$ cat config.mk
export PLATFORM = sky130hd
export DESIGN_NAME = match_timer
export DESIGN_NICKNAME = d
export VERILOG_FILES = /design/src/rtl/match_timer_pkg.sv /design/src/rtl/mt_ctrl.sv /design/src/rtl/mt_datapath.sv /design/src/rtl/match_timer.sv
export SDC_FILE = /design/constraint.sdc
export NUM_CORES = 1
export LEC_CHECK = 0
export ABC_AREA = 1
export BUFFER_PORTS_ARGS = -buffer_cell sky130_fd_sc_hd__buf_2
export CORE_MARGIN = 2
export CORE_UTILIZATION = 43
export CTS_CLUSTER_SIZE = 14
export DETAILED_ROUTE_END_ITERATION = 10
export GPL_TIMING_DRIVEN = 0
export PLACE_DENSITY = 0.67
export SLEW_MARGIN = 20
export SYNTH_ARGS = -nofsm -noshare
export SYNTH_HDL_FRONTEND = slang
export SYNTH_SLANG_ARGS = --single-unit
$ cat constraint.sdc
create_clock -name clk -period 1.53 [get_ports clk]
set_input_delay 0.306 -clock clk [delete_from_list [all_inputs] [get_ports clk]]
set_output_delay 0.306 -clock clk [all_outputs]
set_load 0.01 [all_outputs]
$ cat src/rtl/match_timer_pkg.sv
package match_timer_pkg;
  localparam int OFS_MATCH = 'h00;
  localparam int OFS_COUNT = 'h04;
  localparam int OFS_CTRL  = 'h08;
  localparam int OFS_CLEAR = 'h0C;
  localparam int OFS_DIV   = 'h34;
  localparam int DIV_W     = 2;

  typedef struct packed {
    logic clrCnt;
    logic divWr;
  } mt_strobe_t;
endpackage

$ cat src/rtl/mt_ctrl.sv
module mt_ctrl
  import match_timer_pkg::*;
#(
  parameter int ADDR_W = 8,
  parameter int DATA_W = 32,
  parameter int CNT_W  = 32
) (
  input  logic              clk,
  input  logic              rstN,
  input  logic [ADDR_W-1:0] busAddr,
  input  logic              busWe,
  input  logic [DATA_W-1:0] busWdata,
  output logic [DATA_W-1:0] busRdata,
  input  logic [CNT_W-1:0]  countVal,
  output logic [CNT_W-1:0]  matchVal,
  output logic              enBit,
  output logic              comBit,
  output logic [DIV_W-1:0]  divCode,
  output mt_strobe_t        strobe
);
  logic selMatch, selCount, selCtrl, selClear, selDiv;

  always_comb begin
    selMatch = (busAddr == ADDR_W'(OFS_MATCH));
    selCount = (busAddr == ADDR_W'(OFS_COUNT));
    selCtrl  = (busAddr == ADDR_W'(OFS_CTRL));
    selClear = (busAddr == ADDR_W'(OFS_CLEAR));
    selDiv   = (busAddr == ADDR_W'(OFS_DIV));
  end

  always_comb begin
    strobe.clrCnt = busWe && selClear;
    strobe.divWr  = busWe && selDiv;
  end

  always_ff @(posedge clk) begin
    if (!rstN) begin
      matchVal <= '1;
      enBit    <= 1'b0;
      comBit   <= 1'b0;
      divCode  <= '0;
    end else if (busWe) begin
      if (selMatch) matchVal <= busWdata[CNT_W-1:0];
      if (selCtrl) begin
        enBit  <= busWdata[0];
        comBit <= busWdata[1];
      end
      if (selDiv) divCode <= busWdata[DIV_W-1:0];
    end
  end

  always_comb begin
    busRdata = '0;
    if (selMatch)      busRdata[CNT_W-1:0] = matchVal;
    else if (selCount) busRdata[CNT_W-1:0] = countVal;
    else if (selCtrl)  busRdata[1:0]       = {comBit, enBit};
    else if (selDiv)   busRdata[DIV_W-1:0] = divCode;
  end


  match_load_chk: assert property (@(posedge clk) disable iff (!rstN)
    (busWe && selMatch) |=> (matchVal == $past(busWdata[CNT_W-1:0])));


  ctrl_hold_chk: assert property (@(posedge clk) disable iff (!rstN)
    !(busWe && selCtrl) |=> ($stable(enBit) && $stable(comBit)));
endmodule

$ cat src/rtl/mt_datapath.sv
module mt_datapath
  import match_timer_pkg::*;
#(
  parameter int CNT_W = 32
) (
  input  logic             clk,
  input  logic             rstN,
  input  logic             enBit,
  input  logic             comBit,
  input  logic [CNT_W-1:0] matchVal,
  input  logic [DIV_W-1:0] divCode,
  input  mt_strobe_t       strobe,
  output logic [CNT_W-1:0] countVal,
  output logic             expIrq
);
  logic [DIV_W-1:0] phase;
  logic             advance;
  logic             hit;
  logic             hitD;

  always_comb begin
    advance = enBit && (phase == divCode);
    hit     = enBit && (countVal == matchVal);
  end

  always_ff @(posedge clk) begin
    if (!rstN) begin
      countVal <= '0;
      phase    <= '0;
      hitD     <= 1'b0;
    end else begin
      hitD <= hit;
      if (strobe.clrCnt)
        countVal <= '0;
      else if (advance)
        countVal <= (comBit && (countVal == matchVal)) ? '0 : countVal + 1'b1;
      if (strobe.clrCnt || strobe.divWr)
        phase <= '0;
      else if (enBit)
        phase <= advance ? '0 : phase + 1'b1;
    end
  end

  assign expIrq = hit && !hitD;


  irq_pulse_chk: assert property (@(posedge clk) disable iff (!rstN)
    expIrq |=> !expIrq);


  clear_zero_chk: assert property (@(posedge clk) disable iff (!rstN)
    strobe.clrCnt |=> (countVal == '0));


  hold_off_chk: assert property (@(posedge clk) disable iff (!rstN)
    (!enBit && !strobe.clrCnt) |=> $stable(countVal));


  step_legal_chk: assert property (@(posedge clk) disable iff (!rstN)
    1'b1 |=> ($stable(countVal) || (countVal == '0) ||
              (countVal == $past(countVal) + 1'b1)));


  phase_range_chk: assert property (@(posedge clk) disable iff (!rstN)
    (enBit && !strobe.divWr && !strobe.clrCnt) |=> (phase <= divCode));
endmodule

$ cat src/rtl/match_timer.sv
module match_timer
  import match_timer_pkg::*;
#(
  parameter int ADDR_W = 8,
  parameter int DATA_W = 32,
  parameter int CNT_W  = 32
) (
  input  logic              clk,
  input  logic              rstN,
  input  logic [ADDR_W-1:0] busAddr,
  input  logic              busWe,
  input  logic [DATA_W-1:0] busWdata,
  output logic [DATA_W-1:0] busRdata,
  output logic              expIrq
);
  logic [CNT_W-1:0] countVal;
  logic [CNT_W-1:0] matchVal;
  logic             enBit;
  logic             comBit;
  logic [DIV_W-1:0] divCode;
  mt_strobe_t       strobe;

  mt_ctrl #(.ADDR_W(ADDR_W), .DATA_W(DATA_W), .CNT_W(CNT_W)) i_ctrl (
    .clk(clk), .rstN(rstN), .busAddr(busAddr), .busWe(busWe),
    .busWdata(busWdata), .busRdata(busRdata), .countVal(countVal),
    .matchVal(matchVal), .enBit(enBit), .comBit(comBit),
    .divCode(divCode), .strobe(strobe)
  );

  mt_datapath #(.CNT_W(CNT_W)) i_dp (
    .clk(clk), .rstN(rstN), .enBit(enBit), .comBit(comBit),
    .matchVal(matchVal), .divCode(divCode), .strobe(strobe),
    .countVal(countVal), .expIrq(expIrq)
  );
endmodule

Yosys cells after proc, flatten, opt, wreduce, memory -nomap -nowiden
Cells that the tools add are included.
{ "classes": {"add_sub_neg": 2, "n_mul": 0, "n_div": 0, "n_lt_le_gt_ge": 0, "eq_ne": 6, "shifts": 0, "mux": 7, "bitwise": 1, "n_reduce_logical": 14} }
{ "op_table": {"columns": ["cell", "n"], "rows": [
  ["$mux W32", 2],
  ["$add A32 B1 Y32 const B", 1],
  ["$eq A32 B32 Y1", 1],
  ["$mux W30", 1],
  ["$eq A8 B4 Y1 const B", 2],
  ["$eq A8 B3 Y1 const B", 1],
  ["$eq A8 B6 Y1 const B", 1],
  ["$logic_not A8 Y1", 1],
  ["$mux W2", 4],
  ["$logic_and A1 B1 Y1", 6],
  ["$reduce_and A2 Y1", 3],
  ["$reduce_or A2 Y1", 2],
  ["$add A2 B1 Y2 const B", 1],
  ["$eq A2 B2 Y1", 1],
  ["$logic_not A1 Y1", 1],
  ["$logic_or A1 B1 Y1", 1],
  ["$not A1 Y1", 1]
]} }
{ "totals": {"ff_bits": 71, "latchBits": 0, "mem_bits_rw": 0, "rom_bits": 0, "inputBits": 43, "output_inout_bits": 33, "elab_cells": 37, "n_memories": 0} }

Depth between registers and ports, before layout
{ "depth": {"ltp_word": 5, "depth_mapped": 11, "ltp_nobuf": 10} }

By module
A second synthesis with hierarchy kept.
{ "unflattened": {"hier_cells": 705, "area_unflattened_um2": 4535.6} }
{ "by_module_without_submodules": {"columns": ["mod", "instances", "cells_each", "area_each_um2", "seq_area_each_um2"], "rows": [
  ["mt_datapath", 1, 394, 2508.7, 700.7],
  ["mt_ctrl", 1, 311, 2026.9, 720.7]
]} }

Worst setup path after synthesis
Ideal clock, no wire load.
{ "synth_path": {"kind": "input to output", "start": "in busAddr[1]", "end": "out busRdata[14]", "t_arrival_ns": 1.325, "required_ns": 1.224, "slack_ns": -0.101, "path_stages": 6, "n_path_buf": 1, "path_cell_list": "nor2_1 nand2_1 nor2_1 nand2_1 clkbuf_1 o31ai_1"} }
{ "synth_via": {"elab_chain_len": 3, "elab_cells_between_ends": 4, "classes_between": "1 x eq/ne; 2 x mux; 1 x reduce/logical"} }
{ "synth_lines": {"columns": ["item", "line_no", "text"], "rows": [
  ["start: declaration", "match_timer.sv:10", "input logic [ADDR_W-1:0] busAddr,"],
  ["$eq A8 B3 Y1", "mt_ctrl.sv:25", "selCount = (busAddr == ADDR_W'(OFS_COUNT));"],
  ["$mux W30", "mt_ctrl.sv:55", "else if (selCount) busRdata[CNT_W-1:0] = countVal;"],
  ["$mux W32 (*)", "mt_ctrl.sv:54", "if (selMatch) busRdata[CNT_W-1:0] = matchVal;"],
  ["end: declaration", "match_timer.sv:13", "output logic [DATA_W-1:0] busRdata,"]
]} }
Mark *: on every way between the ends. The rest lies on a longest branch, timed or not.

Worst setup path after layout
{ "layout_path": {"start": "reg i_ctrl.matchVal[26]", "end": "out expIrq"} }
{ "layout_via": {"elab_chain_len": 3} }
{ "layout_lines": {"columns": ["item", "line_no", "text"], "rows": [
  ["start: declaration", "mt_ctrl.sv:15", "output logic [CNT_W-1:0] matchVal,"],
  ["start signal: assignment", "mt_ctrl.sv:43", "if (selMatch) matchVal <= busWdata[CNT_W-1:0];"],
  ["$eq A32 B32 Y1", "mt_datapath.sv:23", "hit = enBit && (countVal == matchVal);"],
  ["$logic_and A1 B1 Y1", "mt_datapath.sv:23", null],
  ["$logic_and A1 B1 Y1", "mt_datapath.sv:44", "assign expIrq = hit && !hitD;"],
  ["end: declaration", "match_timer.sv:14", "output logic expIrq"]
]} }
Every way passes these cells.

==> impl_summary.log <==
[metrics] clock latency at the later pin of the worst-skew pair: ~0.36 ns
[metrics] power per cell area: slightly above 600 nW/um^2
[metrics] average wire length per cell after detail routing: 17.36 um
[metrics] mux share of post-synthesis cell area: 0%
[metrics] total power draw: 3.799 mW
[metrics] antenna violations before repair: 0
[metrics] CTS tree: yes
[metrics] timing-limited maximum frequency: 487.5 MHz
[metrics] DRT iter0 DRCs: 433
[metrics] fraction of the yosys area taken by sequential cells: 35.06%
[metrics] switching part of the total: 23.43%
[metrics] hold_buf cts: 0
[metrics] Post-Synth Adder-Cell Area: 0.3086%
[metrics] fin. max-slew vios: 0
[metrics] global-route wire length before repair: 21.60 mm
[metrics] worst slew margin relative to its limit: between 60% and 70%
[metrics] commonest non-fill, non-tap cell in the layout: sky130_fd_sc_hd__nand2_1
[metrics] total number of vias: 4687
[metrics] drt first pass iters: 5
[metrics] share of total power in combinational logic: 6.4%
[metrics] failing checks: negative setup slack
[metrics] synthesized area per cell: just under 7 sq um
[metrics] remaining routing DRC violations: 0
[metrics] ANT cells: 0
[metrics] setup violation total in the final timing report: 65
[metrics] sum of negative setup slack: -21.91 ns
[metrics] number of buffers created by CTS: 9
[metrics] post-route antenna net violation count: 0
[metrics] FP Rows: 35
[metrics] initial cell density of the core: 44.08%
[metrics] register bit count reported by yosys: 71
[metrics] synthesized instance count: 599
[metrics] final hold viol count: 0
[metrics] clock slew at the register clock pins of the worst setup and hold paths: 0.08 ns
[metrics] clk root buf: sky130_fd_sc_hd__clkbuf_8
[metrics] simple-gate share of the synthesized area: 36.64%
[metrics] area fraction in compound gates after synthesis: 9.321%
[metrics] core region area: 9196 sq um
[metrics] required time at the worst-slack endpoint: 1.22 ns
[metrics] highest ir drop seen on vdd: roughly 0.38 mV
[metrics] DRT Wirelength: roughly 15 mm
[metrics] Clock Sinks: slightly above 70
[metrics] Yosys cell types: 36
[metrics] Lkg Pwr: 2.603 nW
[metrics] total congestion overflow after global routing: 0
[metrics] via count of the first global-routing pass: 4360
[metrics] sort of element at the start of the critical path: flop
[metrics] # fillers: around 730
[metrics] fraction of the cycle the final worst path needs: 134.1%
[metrics] Worst Tran Pin Value: 0.5656 ns
[metrics] internal power component: approximately 2.9 mW
[metrics] Max FO, Critical Path: 3
[metrics] run status: finished, violations left
[metrics] WS Path Type: reg2out
[metrics] commonest cells after routing, fill and taps aside: 157 x sky130_fd_sc_hd__nand2_1, 72 x sky130_fd_sc_hd__buf_2, 49 x sky130_fd_sc_hd__nand3_1, 43 x sky130_fd_sc_hd__inv_1, 41 x sky130_fd_sc_hd__nor2_1
[metrics] unrepaired setup endpoints after global routing: yes
[metrics] Post-Route Utilization: 66.50%
[metrics] syn_nets: 643
[metrics] GRT Total Usage: 27.87%
[metrics] area delta synth->final: 50.86%
[metrics] DP HPWL: roughly 9.4 mm
[metrics] final worst setup slack: -0.5214 ns
[metrics] largest family of logic cells by synthesized area: simple AND/OR/NAND/NOR gates
[metrics] Layout Nets: roughly 780
[metrics] Port Buf Inserts: 74
[metrics] total of max-cap violations: 0
[metrics] die footprint: 10220 sq um
[metrics] setup skew after layout: roughly 0.0099 ns
[metrics] Tightest Hold Check Type: in2reg
[metrics] CTS H-tree depth: 3
[metrics] portion of total power attributed to sequential cells: 48.4%
[metrics] minimum clock period: 2.051 ns
[metrics] clock share of power: 45.2%
[metrics] placer's final routability congestion estimate: ~1
[metrics] Worst Setup Slack post-DPL: -0.6210 ns
[metrics] crit path capture type: primary output
[metrics] share of post-route cells with drive strength above 1: ~44%
[metrics] arrival time at the worst endpoint: 1.75 ns
[metrics] Net Sw Power: 0.8901 mW
[metrics] largest net degree at the start of global routing: 13
[metrics] maximum number of buffers from clock root to sink: 2
[metrics] post-synthesis instance area: around 4000 sq um
[metrics] number of vias per cell after detailed routing: around 5.5
[metrics] Synthesis Warnings: 0
[metrics] synthesized-area fraction occupied by xor and xnor cells: 9.290%
[metrics] I/O pin count: 76
[metrics] width of the die: 101.1 um
[metrics] vertical extent of the die: 101.1 um
## power groups by stage
stage | Sequential (mW) | Combinational (mW) | Clock (mW)
after detailed placement | 1.89 | 0.156 | 0
after floorplan | 1.89 | 0.0675 | 0
after global placement | 1.89 | 0.154 | 0
final | 1.84 | 0.243 | 1.72
after CTS | 1.84 | 0.224 | 1.72
after global routing | 1.84 | 0.256 | 1.80
## Yosys cell counts (all sizes together)
cell     count  share of area [%]
nand2      186                 18
nor2        77                8.7
dfxtp       71                 35
inv         66                6.1
nand3       56                7.5
xnor2       23                5.0
xor2        20                4.3
o21ai       17                2.1
buf         15                2.7
a21oi       11                1.4
nor3        11                1.6
o211ai      11                2.0
clkbuf       6               0.56
o22ai        6               0.93
o31ai        5               0.93
nand4        4               0.62
o32ai        4               0.86
a22o         3               0.65
a32o         1               0.25
and3         1               0.15
ha           1               0.31
nand3b       1               0.19
nor3b        1               0.19
o2111ai      1               0.22
or2          1               0.15
## timing repair
| action | CTS | global route |
|---|---|---|
| pin swaps | 29 | 29 |
| endpoints found under the setup margin | 97 | 69 |
| buffers inserted | 34 | 15 |
| cloned | 7 | 0 |
| resized for setup | 103 | 97 |
## cell families after synthesis
family	count (synthesis)
and+or+nand+nor	338
buffers and inverters	87
DFF	71
AOI/OAI and AO/OA	59
xor gates and xnor gates	43
adders and majority gates	1
## worst max-delay path, stage by stage, from the launching register on
cell                      delay [ns]
sky130_fd_sc_hd__dfxtp_1        0.44
sky130_fd_sc_hd__xnor2_1        0.18
sky130_fd_sc_hd__nand2_1        0.11
sky130_fd_sc_hd__nor2_1         0.12
sky130_fd_sc_hd__nand2_1        0.11
sky130_fd_sc_hd__nor2_4         0.12
sky130_fd_sc_hd__nand3_2        0.08
sky130_fd_sc_hd__nor2_1         0.09
sky130_fd_sc_hd__buf_2          0.13
## layer usage
layer	global-route usage [%]	routed length, um	vias to the layer above	share of wire (%)
met3	5.479	1247	66	8.5
met1	33.12	5627	2163	38
met2	47.33	7038	277	48
li1	-	-	2181	-
met4	14.55	792	0	5.4
met5	0	0	-	0
## layout make-up
class,instances,area (sq um),share of cell area (%)
multi-input cells,441,2831,46.30
flip-flops and latches,71,1481,24.22
repair buffers,122,949.7,15.53
inverters,66,269.0,4.399
plain buffers,20,224.0,3.662
well taps,111,138.9,2.271
clock buffers,10,137.6,2.250
clock inverters,6,83.83,1.371
## registers in the layout (all words and copies together), names as in the netlist
register         flops
i_dp.phase           2
i_ctrl.enBit         1
i_dp.countVal       32
i_ctrl.matchVal     32
i_ctrl.comBit        1
i_dp.hitD            1
i_ctrl.divCode       2
## stage by stage
step,instances,area [sq um],hold WS (ns)
finish,847,6116,0.1418
global placement,784,4726,0.4833
CTS,839,5786,0.1414
global route,847,6116,0.1401
detailed placement,784,4726,0.5004
floorplan,599,4217,0.4192
## worst paths after layout
check	slack, ns	end	cells after the start	start
worst min register to register	0.52	i_ctrl.divCode[1]	2	i_ctrl.divCode[1]
worst min-delay path	0.14	i_ctrl.matchVal[18]	3	busWdata[18]
worst max register to register	-0.52	i_dp.countVal[12]	14	i_dp.countVal[30]
worst max-delay path	-0.52	expIrq	8	i_ctrl.matchVal[26]
Note: power is estimated with default switching activity, not from simulation.
